## src/rtl/rmii_rx_pkg.sv

```systemverilog
// Shared types for the reduced-pin to nibble receive adapter.
// Assumes: dibit and nibble widths are fixed by the two interfaces.
package rmii_rx_pkg;

    typedef logic [1:0] dibit_t;
    typedef logic [3:0] nibble_t;

    // One decimated receive sample handed from the decimator to the assembler.
    typedef struct packed {
        logic   vld;
        logic   crs;
        dibit_t d;
    } dibit_smp_t;

endpackage

```

## src/rtl/rmii_rx_decim.sv

```systemverilog
// Decimator: registers the PHY inputs and emits one sample per dibit period.
// At 100 Mbps every reference cycle is a sample. At 10 Mbps a phase counter
// picks cycle SAMPLE_IDX of each OVERSAMPLE-cycle period. The phase re-aligns
// to the first input change seen while unlocked. It locks there and unlocks
// again once a sample shows carrier low.
// Assumes: speed_100 only changes while rst_n is low.
module rmii_rx_decim
    import rmii_rx_pkg::*;
#(
    parameter int OVERSAMPLE = 10,
    parameter int SAMPLE_IDX = 4
) (
    input  logic       clk,
    input  logic       rst_n,
    input  logic       speed_100,
    input  dibit_t     rxd_in,
    input  logic       crs_in,
    output dibit_smp_t smp_o
);

    localparam int PW = (OVERSAMPLE > 1) ? $clog2(OVERSAMPLE) : 1;
    localparam logic [PW-1:0] PH_LAST = PW'(OVERSAMPLE - 1);
    localparam logic [PW-1:0] PH_SMP  = PW'(SAMPLE_IDX);

    dibit_t        rxd_q;
    logic          crs_q;
    logic [PW-1:0] phase_q;
    logic          locked_q;
    dibit_smp_t    smp_q;
    logic          chg;
    logic          take;

    // Detect an input edge against the registered copy.
    always_comb chg = ({rxd_in, crs_in} != {rxd_q, crs_q});

    // Decide whether this cycle's registered dibit is the one to keep.
    always_comb take = speed_100 ? 1'b1 : (phase_q == PH_SMP);

    // Input register, phase tracking and sample capture.
    always_ff @(posedge clk) begin
        if (!rst_n) begin
            rxd_q    <= '0;
            crs_q    <= 1'b0;
            phase_q  <= '0;
            locked_q <= 1'b0;
            smp_q    <= '0;
        end else begin
            rxd_q <= rxd_in;
            crs_q <= crs_in;
            if (!locked_q && chg) begin
                phase_q  <= '0;
                locked_q <= 1'b1;
            end else if (phase_q == PH_LAST) begin
                phase_q <= '0;
            end else begin
                phase_q <= phase_q + 1'b1;
            end
            if (!speed_100 && take && !crs_q) begin
                locked_q <= 1'b0;
            end
            smp_q.vld <= take;
            if (take) begin
                smp_q.d   <= rxd_q;
                smp_q.crs <= crs_q;
            end
        end
    end

    assign smp_o = smp_q;

    // at the slow rate two samples are never adjacent.
    assert_single_sample_R2: assert property (@(posedge clk) disable iff (!rst_n)
        (!speed_100 && smp_q.vld) |=> !smp_q.vld);

    // at the fast rate a sample follows every cycle.
    assert_every_cycle_R1: assert property (@(posedge clk) disable iff (!rst_n)
        speed_100 |=> smp_q.vld);

endmodule

```

## src/rtl/rmii_rx_nibble.sv

```systemverilog
// Nibble assembler: pairs decimated dibits, earlier dibit in the low half.
// A frame opens on the first non-zero dibit with carrier high and closes
// after END_LOW_RUN consecutive carrier-low samples. A partial nibble is
// dropped at close.
// Assumes: one sample per dibit period arrives through smp_i.
module rmii_rx_nibble
    import rmii_rx_pkg::*;
#(
    parameter int END_LOW_RUN = 2
) (
    input  logic       clk,
    input  logic       rst_n,
    input  dibit_smp_t smp_i,
    output logic       nib_vld_o,
    output nibble_t    nib_o
);

    localparam int LW = $clog2(END_LOW_RUN + 1);
    localparam logic [LW-1:0] RUN_LAST = LW'(END_LOW_RUN - 1);

    logic          active_q;
    logic          half_q;
    dibit_t        lo_q;
    logic [LW-1:0] lowrun_q;
    nibble_t       nib_q;
    logic          nib_vld_q;
    logic          closing;

    // Frame closes on the last low sample of the required run.
    always_comb closing = smp_i.vld && active_q && !smp_i.crs && (lowrun_q == RUN_LAST);

    // Frame state, low-run count and nibble pairing.
    always_ff @(posedge clk) begin
        if (!rst_n) begin
            active_q  <= 1'b0;
            half_q    <= 1'b0;
            lo_q      <= '0;
            lowrun_q  <= '0;
            nib_q     <= '0;
            nib_vld_q <= 1'b0;
        end else begin
            nib_vld_q <= 1'b0;
            if (smp_i.vld) begin
                if (!active_q) begin
                    lowrun_q <= '0;
                    half_q   <= 1'b0;
                    if (smp_i.crs && (smp_i.d != 2'b00)) begin
                        active_q <= 1'b1;
                        lo_q     <= smp_i.d;
                        half_q   <= 1'b1;
                    end
                end else if (closing) begin
                    active_q <= 1'b0;
                    half_q   <= 1'b0;
                    lowrun_q <= '0;
                end else begin
                    lowrun_q <= smp_i.crs ? '0 : lowrun_q + 1'b1;
                    if (half_q) begin
                        nib_q     <= {smp_i.d, lo_q};
                        nib_vld_q <= 1'b1;
                        half_q    <= 1'b0;
                    end else begin
                        lo_q   <= smp_i.d;
                        half_q <= 1'b1;
                    end
                end
            end
        end
    end

    assign nib_vld_o = nib_vld_q;
    assign nib_o     = nib_q;

    // no nibble can follow a cycle spent outside a frame.
    assert_idle_no_nibble_R4: assert property (@(posedge clk) disable iff (!rst_n)
        !active_q |=> !nib_vld_q);

    // a complete nibble needs two samples, so nibbles never come back to back.
    assert_pair_spacing_R5: assert property (@(posedge clk) disable iff (!rst_n)
        nib_vld_q |=> !nib_vld_q);

endmodule

```

## src/rtl/rmii_rx_mii_out.sv

```systemverilog
// Output stage: divides the reference into the nibble-side receive clock.
// It holds one nibble in a hand-over register and moves it to the outputs
// on each rising edge of that clock.
// Assumes: nibbles arrive at the same average rate as clock rises.
module rmii_rx_mii_out
    import rmii_rx_pkg::*;
#(
    parameter int OVERSAMPLE = 10
) (
    input  logic    clk,
    input  logic    rst_n,
    input  logic    speed_100,
    input  logic    nib_vld_i,
    input  nibble_t nib_i,
    output logic    rx_clk_o,
    output nibble_t rxd_o,
    output logic    rx_dv_o
);

    localparam int CW = (OVERSAMPLE > 1) ? $clog2(OVERSAMPLE) : 1;
    localparam logic [CW-1:0] CNT_LAST = CW'(OVERSAMPLE - 1);

    logic [CW-1:0] cnt_q;
    logic          clk_q;
    logic          clk_d;
    logic          rise;
    nibble_t       pend_q;
    logic          pend_full_q;
    nibble_t       rxd_q;
    logic          dv_q;

    // Next receive-clock level: toggle every cycle fast, every OVERSAMPLE slow.
    always_comb clk_d = (speed_100 || (cnt_q == CNT_LAST)) ? !clk_q : clk_q;

    // Rising edge of the rebuilt clock in this cycle.
    always_comb rise = clk_d && !clk_q;

    // Clock divider.
    always_ff @(posedge clk) begin
        if (!rst_n) begin
            cnt_q <= '0;
            clk_q <= 1'b0;
        end else begin
            clk_q <= clk_d;
            if (speed_100 || (cnt_q == CNT_LAST)) cnt_q <= '0;
            else                                  cnt_q <= cnt_q + 1'b1;
        end
    end

    // Hand-over register and output update on clock rises.
    always_ff @(posedge clk) begin
        if (!rst_n) begin
            pend_q      <= '0;
            pend_full_q <= 1'b0;
            rxd_q       <= '0;
            dv_q        <= 1'b0;
        end else begin
            if (nib_vld_i) pend_q <= nib_i;
            if (rise) begin
                rxd_q       <= pend_full_q ? pend_q : '0;
                dv_q        <= pend_full_q;
                pend_full_q <= nib_vld_i;
            end else if (nib_vld_i) begin
                pend_full_q <= 1'b1;
            end
        end
    end

    assign rx_clk_o = clk_q;
    assign rxd_o    = rxd_q;
    assign rx_dv_o  = dv_q;

    // outputs hold between rises of the rebuilt clock.
    assert_change_on_rise_R7: assert property (@(posedge clk) disable iff (!rst_n)
        !$rose(rx_clk_o) |-> ($stable(rxd_o) && $stable(rx_dv_o)));

    // at the fast rate a high phase lasts one cycle.
    assert_fast_toggle_R6: assert property (@(posedge clk) disable iff (!rst_n)
        (speed_100 && rx_clk_o) |=> !rx_clk_o);

    // reset clears the outputs.
    assert_reset_clear_R8: assert property (@(posedge clk)
        !rst_n |=> (!rx_dv_o && !rx_clk_o && (rxd_o == 4'h0)));

endmodule

```

## src/rtl/rmii_rx_adapter.sv

```systemverilog
// Top: reduced-pin receive (2 bits at 50 MHz) to nibble receive interface.
// Chain: decimator -> nibble assembler -> clocked output stage.
// Assumes: clk is the 50 MHz reference; speed_100 is static outside reset.
module rmii_rx_adapter
    import rmii_rx_pkg::*;
#(
    parameter int OVERSAMPLE  = 10,
    parameter int SAMPLE_IDX  = 4,
    parameter int END_LOW_RUN = 2
) (
    input  logic       clk,
    input  logic       rst_n,
    input  logic       speed_100,
    input  logic [1:0] rmii_rxd,
    input  logic       rmii_crs_dv,
    output logic       mii_rx_clk,
    output logic [3:0] mii_rxd,
    output logic       mii_rx_dv
);

    dibit_smp_t smp;
    logic       nib_vld;
    nibble_t    nib;

    rmii_rx_decim #(
        .OVERSAMPLE (OVERSAMPLE),
        .SAMPLE_IDX (SAMPLE_IDX)
    ) u_decim (
        .clk       (clk),
        .rst_n     (rst_n),
        .speed_100 (speed_100),
        .rxd_in    (rmii_rxd),
        .crs_in    (rmii_crs_dv),
        .smp_o     (smp)
    );

    rmii_rx_nibble #(
        .END_LOW_RUN (END_LOW_RUN)
    ) u_nibble (
        .clk       (clk),
        .rst_n     (rst_n),
        .smp_i     (smp),
        .nib_vld_o (nib_vld),
        .nib_o     (nib)
    );

    rmii_rx_mii_out #(
        .OVERSAMPLE (OVERSAMPLE)
    ) u_out (
        .clk       (clk),
        .rst_n     (rst_n),
        .speed_100 (speed_100),
        .nib_vld_i (nib_vld),
        .nib_i     (nib),
        .rx_clk_o  (mii_rx_clk),
        .rxd_o     (mii_rxd),
        .rx_dv_o   (mii_rx_dv)
    );

endmodule

```

## config.mk

```make
export PLATFORM = sky130hd
export DESIGN_NAME = rmii_rx_adapter
export DESIGN_NICKNAME = d
export VERILOG_FILES = /design/src/rtl/rmii_rx_pkg.sv /design/src/rtl/rmii_rx_decim.sv /design/src/rtl/rmii_rx_nibble.sv /design/src/rtl/rmii_rx_mii_out.sv /design/src/rtl/rmii_rx_adapter.sv
export SDC_FILE = /design/constraint.sdc
export NUM_CORES = 1
export LEC_CHECK = 0
export BUFFER_PORTS_ARGS = -buffer_cell sky130_fd_sc_hd__buf_4
export CORE_ASPECT_RATIO = 0.6
export CORE_MARGIN = 5
export CORE_UTILIZATION = 45
export CTS_BUF_LIST = sky130_fd_sc_hd__clkbuf_4
export CTS_CLUSTER_SIZE = 12
export DETAILED_ROUTE_END_ITERATION = 7
export GPL_ROUTABILITY_DRIVEN = 0
export GPL_TIMING_DRIVEN = 0
export REMOVE_ABC_BUFFERS = 1
export SLEW_MARGIN = 20
export SYNTH_ARGS = -nofsm -noshare
export SYNTH_HDL_FRONTEND = slang
export SYNTH_HIERARCHICAL = 1
export SYNTH_SLANG_ARGS = --single-unit
```

## constraint.sdc

```tcl
create_clock -name clk -period 1.9 [get_ports clk]
set_input_delay 0 -clock clk [delete_from_list [all_inputs] [get_ports clk]]
set_output_delay 0 -clock clk [all_outputs]
set_load 0.005 [all_outputs]
```

==> metrics.csv, run 1 <==
metric,value,unit
CTS H-tree depth,2,
gate count after technology mapping,159,
Critical path buffers and inverters,1,
Area Overhead vs Synth,14.73,%
Pre-antenna DRT Iters,4,
Crit. End Element,flop,
first-pass GRT wire length,4616,um
layout cells sized above 1,15.73,%
ys async rst share,0,%
Pleak,0.0007017,uW
R2R depth,5,
wire length per cell,12.38,um
"FF+latch count, synth",38,
CORE AREA,0.003363,mm2
fin cells,223,
TritonCTS sink count,38,
die height,56.52,um
Crit. path cell count,5,
pin count of the biggest net entering global routing,29,
final setup margin,386.4,ps
"Largest stage delay, worst path",420,ps
Die X,87.53,um
cell with the largest stage delay on the worst path,nor4_4,
Max Root-Sink Buffers,2,
Worst-path clk slew,110,ps
leading area contributor after synthesis,dfxtp_1,
Placed Cells,211,
Final Max Tran Viols,0,
final setup violation count,0,
critical path data required time,2160,ps
Port Buffers,11,
Initial Util,48.25,%
register area share after synthesis,46.88,%
hold wc startpoint,rst_n,
Worst R2R Start,u_nibble/lowrun_q[1]$_SDFFE_PN0P_,
Final Cycle Share,79.66,%
Starting DRT DRC Count,34,
HPWL Detailed,2000,um
TritonCTS Buffers,5,
Yosys top cell area share,46.88,%
Post-route DRC,0,
worst slack at placement,416.9,ps
root buf cell,clkbuf_4,
Routed Antenna Nets,0,
max-cap violations,0,
CTS resizes,0,
Final nets,190,
DR vias/cell,5.166,
Worst-Skew Late Latency,320,ps
"commonest non-fill, non-tap cell in the layout",dfxtp_1,
Syn. warnings,6,
worst slew pin tran,567.0,ps
Die ar.,0.004946,mm2
Worst Skew,9.105,ps
hold path cells,2,
CP startpoint,u_nibble/lowrun_q[1]$_SDFFE_PN0P_,
via count,1152,
Total Routing Usage GR,11.97,%
pwr/cell area,806.6,mW/mm2
Max IR drop VDD,0.4356,mV
Setup TNS Final,0,ps
slew margin rel.,62.13,%
row count,16,
diode count,0,
final wirelength,2760,um
Yosys cell types,36,
main area contributors after synthesis,"dfxtp_1 (47%), ha_1 (5.4%), mux2i_1 (4.3%)",
RSZ-0062 raised after global routing,no,
number of global-route vias before repair,1071,
Worst setup SP type,flop,
Critical Path AT,1780,ps
fillers,312,
most frequent cells in the layout,"dfxtp_1 (38), buf_4 (11), nand3_1 (11)",
dominant synthesized flop cell,dfxtp_1,
Tmin final,1514,ps
Critical Path Fanout Max,7,
initial antenna violation count,0,
synthesized area per cell,10.21,um2
synthesized area,0.001623,mm2
CTS tree,built,
Ports,12,
Highest Clock Rate,660.7,MHz
Top delay family on crit path,simple AND/OR/NAND/NOR gates,
outcome,finished clean,
CP Cell Sequence,inv_1 -> ha_1 -> nor2b_1 -> nor4_4 -> mux2i_1,
Setup Crit Path Kind,reg -> reg,
endpoints failing hold,0,
grt total ovfl,0,
Post-synth EDFFs,0,
HP Class,in -> reg,
## metal layers
layer / track usage [%] / wire length (um)
met1: 15.31 / 1405
met2: 17.70 / 1178
met3: 4.678 / 152
met4: 5.252 / 23
met5: 0 / 0
## Yosys cell counts, types with 3 or more instances
master    instances
a21boi_0          3
a21boi_2          3
a21oi_1           5
and2_1            3
dfxtp_1          38
ha_1              7
inv_1             6
mux2i_1           7
nand2_1           6
nand2b_1          7
nand3_1          11
nand3b_1          4
nor2_1            7
nor2b_1           7
nor3_1            6
o21a_1            4
o21ai_0           8
xnor2_1           5
## report_power, final
part | leakage (uW) | switching [uW] | internal, uW
combinational | 0.000346 | 55.1 | 55.8
clock | 0.0000463 | 249 | 308
sequential | 0.000309 | 18.9 | 815
total | 0.000702 | 323 | 1180
## logic make-up (layout without fill, tap and decap cells)
logic type	Yosys count	after routing	synth area share, %
flip-flops	38	38	46.88
buffers and inverters	10	29	2.775
AO/OA/AOI/OAI	28	28	12.41
adder cells (fa/ha/maj)	7	7	5.397
XOR/XNOR	7	7	3.778
multiplexers	7	7	4.318
AND/OR/NAND/NOR	62	62	24.44
## through the flow
| stage | power, uW | hold WS (ps) | utilization (%) | area (um2) |
|---|---|---|---|---|
| 5_1_grt | 1568 | 26.83 | 55.36 | 1862 |
| 2_1_floorplan | 916.8 | 117.5 | - | 1600 |
| 6_report | 1502 | 37.79 | 55.36 | 1862 |
| 3_3_place_gp | 951.1 | 222.1 | 51.71 | 1739 |
| 4_1_cts | 1522 | 23.71 | 55.36 | 1862 |
| 3_5_place_dp | 956.3 | 228.0 | 51.71 | 1739 |
## area by class of cell
cell class	count	area, um2	share of cell area (%)
Timing Repair Buffer	15	122.6	6.586
Tap cell	45	56.30	3.024
Multi-Input combinational cell	111	817.0	43.88
Sequential cell	38	760.7	40.86
Clock inverter	1	30.03	1.613
Inverter	6	22.52	1.210
Clock buffer	7	52.55	2.823
## final timing paths
kind / slack (ps) / to
max reg2reg: 390 / u_nibble/lo_q[0]$_SDFFE_PN0P_
min: 40 / u_nibble/lowrun_q[1]$_SDFFE_PN0P_
min reg2reg: 480 / u_nibble/lo_q[0]$_SDFFE_PN0P_
max: 390 / u_nibble/lo_q[0]$_SDFFE_PN0P_
## worst reg2reg max path: cells and delay by family, from the launching register on
family,cells,cell delay [ps]
AND/OR/NAND/NOR,2,650
flip-flops,1,320
multiplexers,1,220
adder cells (fa/ha/maj),1,210
buffers and inverters,1,50
## flip-flops by register name (all words and copies together), names as in the netlist
signal	cells
u_decim/rxd_q	2
u_nibble/active_q	1
u_nibble/half_q	1
u_out/rxd_o	4
u_nibble/nib_o	4
u_out/pend_q	4
u_out/cnt_q	4
u_nibble/lowrun_q	2
u_decim/phase_q	4
u_decim/crs_q	1
u_out/rx_clk_o	1
u_nibble/nib_vld_o	1
u_decim/locked_q	1
u_out/rx_dv_o	1
u_nibble/lo_q	2
u_decim/smp_o	4
u_out/pend_full_q	1
## what timing repair did
action                    4_1_cts  5_1_grt
setup buffers                   0        0
hold endpoints to repair        6        0
hold buffers                    4        0
No activity file was read; power rests on OpenSTA's default activity.
==> run 2: changes to the inputs <==
Clock period 1.9 ns to 1.4 ns, I/O delays scaled along.
==> metrics.csv, run 2 (synthesis gave the netlist of run 1 again) <==
metric,value,unit,change
max-cap violations,0,,unchanged
number of global-route vias before repair,1073,,+0.19%
Setup TNS Final,0,ps,unchanged
Final nets,194,,+2.1%
total power,2064,uW,+37%
final setup violation count,0,,unchanged
Port Buffers,11,,unchanged
Pre-antenna DRT Iters,4,,unchanged
Tmin final,1341,ps,-172.2 ps
Die ar.,0.004946,mm2,unchanged
critical path data required time,1670,ps,-490 ps
Critical Path Fanout Max,5,,-2
final setup margin,58.60,ps,-327.8 ps
Worst Skew,6.755,ps,-2.351 ps
row count,16,,unchanged
Max Root-Sink Buffers,2,,unchanged
Max IR drop VDD,0.5927,mV,+36%
diode count,0,,unchanged
Critical Path AT,1610,ps,-170 ps
CORE AREA,0.003363,mm2,unchanged
TritonCTS Buffers,5,,unchanged
Setup Crit Path Kind,reg -> reg,,
Ports,12,,unchanged
Final Max Tran Viols,0,,unchanged
Final Cycle Share,95.81,%,+16 points
Pleak,0.0007333,uW,+4.5%
"commonest non-fill, non-tap cell in the layout",dfxtp_1,,
HPWL Detailed,2000,um,unchanged
root buf cell,clkbuf_4,,
pin count of the biggest net entering global routing,29,,unchanged
CP Cell Sequence,inv_1 -> ha_2 -> nand3b_4 -> nand2b_4 -> ha_4 -> buf_4 -> nand2b_1 -> a21boi_2,,
pwr/cell area,1061,mW/mm2,+32%
CTS tree,built,,
Starting DRT DRC Count,23,,-32%
cell with the largest stage delay on the worst path,dfxtp_2,,
endpoints failing hold,0,,unchanged
CTS H-tree depth,2,,unchanged
worst slew pin tran,411.1,ps,-155.8 ps
HP Class,in -> reg,,
slew margin rel.,72.38,%,+10 points
Critical path buffers and inverters,2,,+1
wire length per cell,12.79,um,+3.4%
Highest Clock Rate,745.5,MHz,+13%
grt total ovfl,0,,unchanged
initial antenna violation count,0,,unchanged
Initial Util,48.25,%,unchanged
Crit. End Element,flop,,
final wirelength,2904,um,+5.2%
layout cells sized above 1,24.18,%,+8.4 points
Die X,87.53,um,unchanged
Worst Hold Margin,29.95,ps,-7.837 ps
worst slack at placement,-83.06,ps,-500.0 ps
"Largest stage delay, worst path",340,ps,-80 ps
via count,1168,,+1.4%
outcome,finished clean,,
fillers,299,,-4.2%
Top delay family on crit path,adder cells,,
DR vias/cell,5.145,,-0.40%
Worst setup SP type,flop,,
first-pass GRT wire length,4629,um,+0.28%
Worst-path clk slew,110,ps,about the same
Routed Antenna Nets,0,,unchanged
Area Overhead vs Synth,19.89,%,
Total Routing Usage GR,12.00,%,+0.030 points
TritonCTS sink count,38,,unchanged
most frequent cells in the layout,"dfxtp_1 (32), buf_4 (14), nand3_1 (11)",,
Post-route DRC,0,,unchanged
die height,56.52,um,unchanged
Worst-Skew Late Latency,320,ps,about the same
## run 2: through the flow
step	cells	utilization, %	area [um2]
floorplan	155	-	1600
global placement	211	51.71	1739
detailed placement	211	51.71	1739
CTS	223	55.80	1877
global route	227	57.85	1946
finish	227	57.85	1946
## run 2: area by class of cell
class	count	area, um2	share of cell area [%]
clock buffers	7	52.55	2.701
repair buffers	19	156.4	8.039
inverters	6	22.52	1.158
multi-input cells	111	859.6	44.18
clock inverters	1	30.03	1.543
well taps	45	56.30	2.894
flip-flops and latches	38	768.2	39.49
## run 2: power breakdown
part / internal [uW] / switching, uW / total [uW]
Clock: 418 / 339 / 757
Sequential: 1110 / 26.8 / 1130
Combinational: 92.1 / 81.0 / 173
Total: 1620 / 446 / 2060
## run 2: timing repair
| item | 4_1_cts | 5_1_grt |
|---|---|---|
| resized for setup | 3 | 16 |
| gates cloned | 0 | 0 |
| hold buffers | 4 | 0 |
| pin swaps | 1 | 3 |
| buffers inserted | 0 | 4 |
| hold endpoints to repair | 6 | 0 |
| setup endpoints to repair | 14 | 13 |
## run 2: final timing paths
path / from / to / slack (ps) / cells after the start
worst min register to register: u_out/cnt_q[0]$_SDFF_PP0_ / u_out/cnt_q[0]$_SDFF_PP0_ / 440 / 1
worst max-delay path: u_out/cnt_q[1]$_SDFF_PP0_ / u_out/rxd_o[3]$_SDFFE_PN0P_ / 60 / 8
worst max register to register: u_out/cnt_q[1]$_SDFF_PP0_ / u_out/rxd_o[3]$_SDFFE_PN0P_ / 60 / 8
worst min-delay path: rst_n / u_nibble/lowrun_q[1]$_SDFFE_PN0P_ / 30 / 2
## run 2: metal layers
layer / track usage, % / up-vias / share of wire, %
met5: 0 / - / 0
met4: 5.252 / 0 / 0.55
met3: 4.678 / 2 / 4.2
met2: 17.70 / 17 / 44
met1: 15.40 / 554 / 51
li1: - / 595 / -
==> run 3: changes to the inputs <==
Clock period 1.4 ns to 1.3 ns, I/O delays scaled along.
==> metrics.csv, run 3 (synthesis gave the netlist of run 1 again) <==
metric,value,unit,change
grt total ovfl,0,,unchanged
Starting DRT DRC Count,30,,+30%
Total Routing Usage GR,12.55,%,+0.55 points
critical path data required time,1530,ps,-140 ps
crit path to,u_out/pend_full_q$_SDFFE_PN0P_,,
worst r2r dst,u_out/pend_full_q$_SDFFE_PN0P_,,
initial antenna violation count,0,,unchanged
"Largest stage delay, worst path",340,ps,about the same
endpoints failing hold,0,,unchanged
Final Cycle Share,97.07,%,+1.3 points
die height,56.52,um,unchanged
Die X,87.53,um,unchanged
Worst Skew,7.312,ps,+0.5570 ps
Routed Antenna Nets,0,,unchanged
Worst-Skew Late Latency,320,ps,about the same
pin count of the biggest net entering global routing,29,,unchanged
Area Overhead vs Synth,22.05,%,
flop2flop setup slack,40,ps,-20 ps
DR vias/cell,5.153,,+0.15%
NetSw,481.7,uW,+7.9%
Final Max Tran Viols,0,,unchanged
Top delay family on crit path,flip-flops,,
Clock power frac,36.5,%,-0.2 points
CTS H-tree depth,2,,unchanged
Post-route DRC,0,,unchanged
switch share,21.64,%,about the same
Pre-antenna DRT Iters,4,,unchanged
R2R depth,8,,unchanged
final setup violation count,0,,unchanged
Max Root-Sink Buffers,2,,unchanged
slew margin rel.,72.48,%,+0.10 points
Worst R2R Start,u_out/cnt_q[1]$_SDFF_PP0_,,
Worst-path clk slew,110,ps,about the same
"commonest non-fill, non-tap cell in the layout",dfxtp_1,,
Die ar.,0.004946,mm2,unchanged
first-pass GRT wire length,4843,um,+4.6%
Max IR drop VDD,0.6061,mV,+2.3%
Pleak,0.0007434,uW,+1.4%
most frequent cells in the layout,"dfxtp_1 (31), buf_4 (16), nand3_1 (9)",,
Crit. path cell count,8,,unchanged
internal power,1745,uW,+7.9%
root buf cell,clkbuf_4,,
layout cells sized above 1,27.17,%,+3.0 points
HP Class,in -> reg,,
Initial Util,48.25,%,unchanged
TritonCTS sink count,38,,unchanged
Critical path buffers and inverters,2,,unchanged
row count,16,,unchanged
TritonCTS Buffers,5,,unchanged
fillers,289,,-3.3%
worst slew pin tran,409.6,ps,-1.561 ps
cell with the largest stage delay on the worst path,dfxtp_2,,
Final nets,196,,+1.0%
combinational power share,8.7,%,+0.3 points
diode count,0,,unchanged
Ports,12,,unchanged
Worst setup SP type,flop,,
RSZ-0062 raised after global routing,yes,,
Critical Path Fanout Max,6,,+1
CP Cell Sequence,inv_2 -> ha_4 -> nand3b_4 -> nand2b_4 -> ha_4 -> buf_6 -> nor2b_1 -> o21a_1,,
CTS tree,built,,
Worst Hold Margin,35.14,ps,+5.187 ps
Critical Path AT,1490,ps,-120 ps
Seq pwr share,54.8,%,-0.2 points
max-cap violations,0,,unchanged
Setup TNS Final,0,ps,unchanged
number of global-route vias before repair,1110,,+3.4%
HPWL Detailed,2000,um,unchanged
wire length per cell,12.78,um,-0.12%
Highest Clock Rate,792.5,MHz,+6.3%
"most used cell, CP",ha_4,,
Tmin final,1262,ps,-79.50 ps
Port Buffers,11,,unchanged
Setup Crit Path Kind,reg -> reg,,
Crit. End Element,flop,,
final wirelength,2926,um,+0.76%
CP startpoint,u_out/cnt_q[1]$_SDFF_PP0_,,
CORE AREA,0.003363,mm2,unchanged
outcome,finished clean,,
pwr/cell area,1124,mW/mm2,+6.0%
via count,1180,,+1.0%
-- run 3: cell type report --
cell class	count	area, um2	area share, %
Multi-Input combinational cell	111	873.3	44.09
Inverter	6	22.52	1.137
Timing Repair Buffer	21	171.4	8.654
Clock inverter	1	30.03	1.516
Tap cell	45	56.30	2.843
Clock buffer	7	52.55	2.653
Sequential cell	38	774.5	39.10
-- run 3: timing repair --
action,in CTS,in global routing
hold buffers,4,0
setup buffers,4,2
resized for setup,14,12
endpoints found under the hold margin,5,0
pin swaps,1,3
setup endpoints to repair,17,17
-- run 3: worst min path at each step --
stage	from	end	cells after the start
final	rst_n	u_nibble/half_q$_SDFFE_PN0P_	2
after global routing	rst_n	u_nibble/half_q$_SDFFE_PN0P_	2
after global placement	rmii_rxd[1]	u_decim/rxd_q[1]$_SDFF_PN0_	2
after CTS	rst_n	u_nibble/half_q$_SDFFE_PN0P_	2
after detailed placement	rmii_rxd[0]	u_decim/rxd_q[0]$_SDFF_PN0_	2
after floorplan	rst_n	u_nibble/half_q$_SDFFE_PN0P_	1
-- run 3: metal layers --
layer	share of wire, %	vias to the layer above	global-route usage (%)
li1	-	606	-
met1	51	554	15.84
met2	44	18	19.31
met3	4.5	2	4.678
met4	0.48	0	4.814
met5	0	-	0
-- run 3: power by group through the flow --
stage	sequential (uW)	clock (uW)	combinational, uW
2_1_floorplan	1240	0	102
6_report	1220	813	194
4_1_cts	1220	843	184
3_3_place_gp	1240	0	147
5_1_grt	1220	885	213
3_5_place_dp	1240	0	153
-- run 3: metrics by stage --
stage / utilization [%] / power, uW / area [um2] / setup WS, ps / std cells
floorplan: - / 1340 / 1600 / -39.38 / 155
global placement: 51.71 / 1390 / 1739 / -159.1 / 211
detailed placement: 51.71 / 1398 / 1739 / -183.1 / 211
CTS: 57.44 / 2244 / 1932 / 3.854 / 227
global route: 58.89 / 2322 / 1981 / -26.29 / 229
finish: 58.89 / 2226 / 1981 / 38.10 / 229
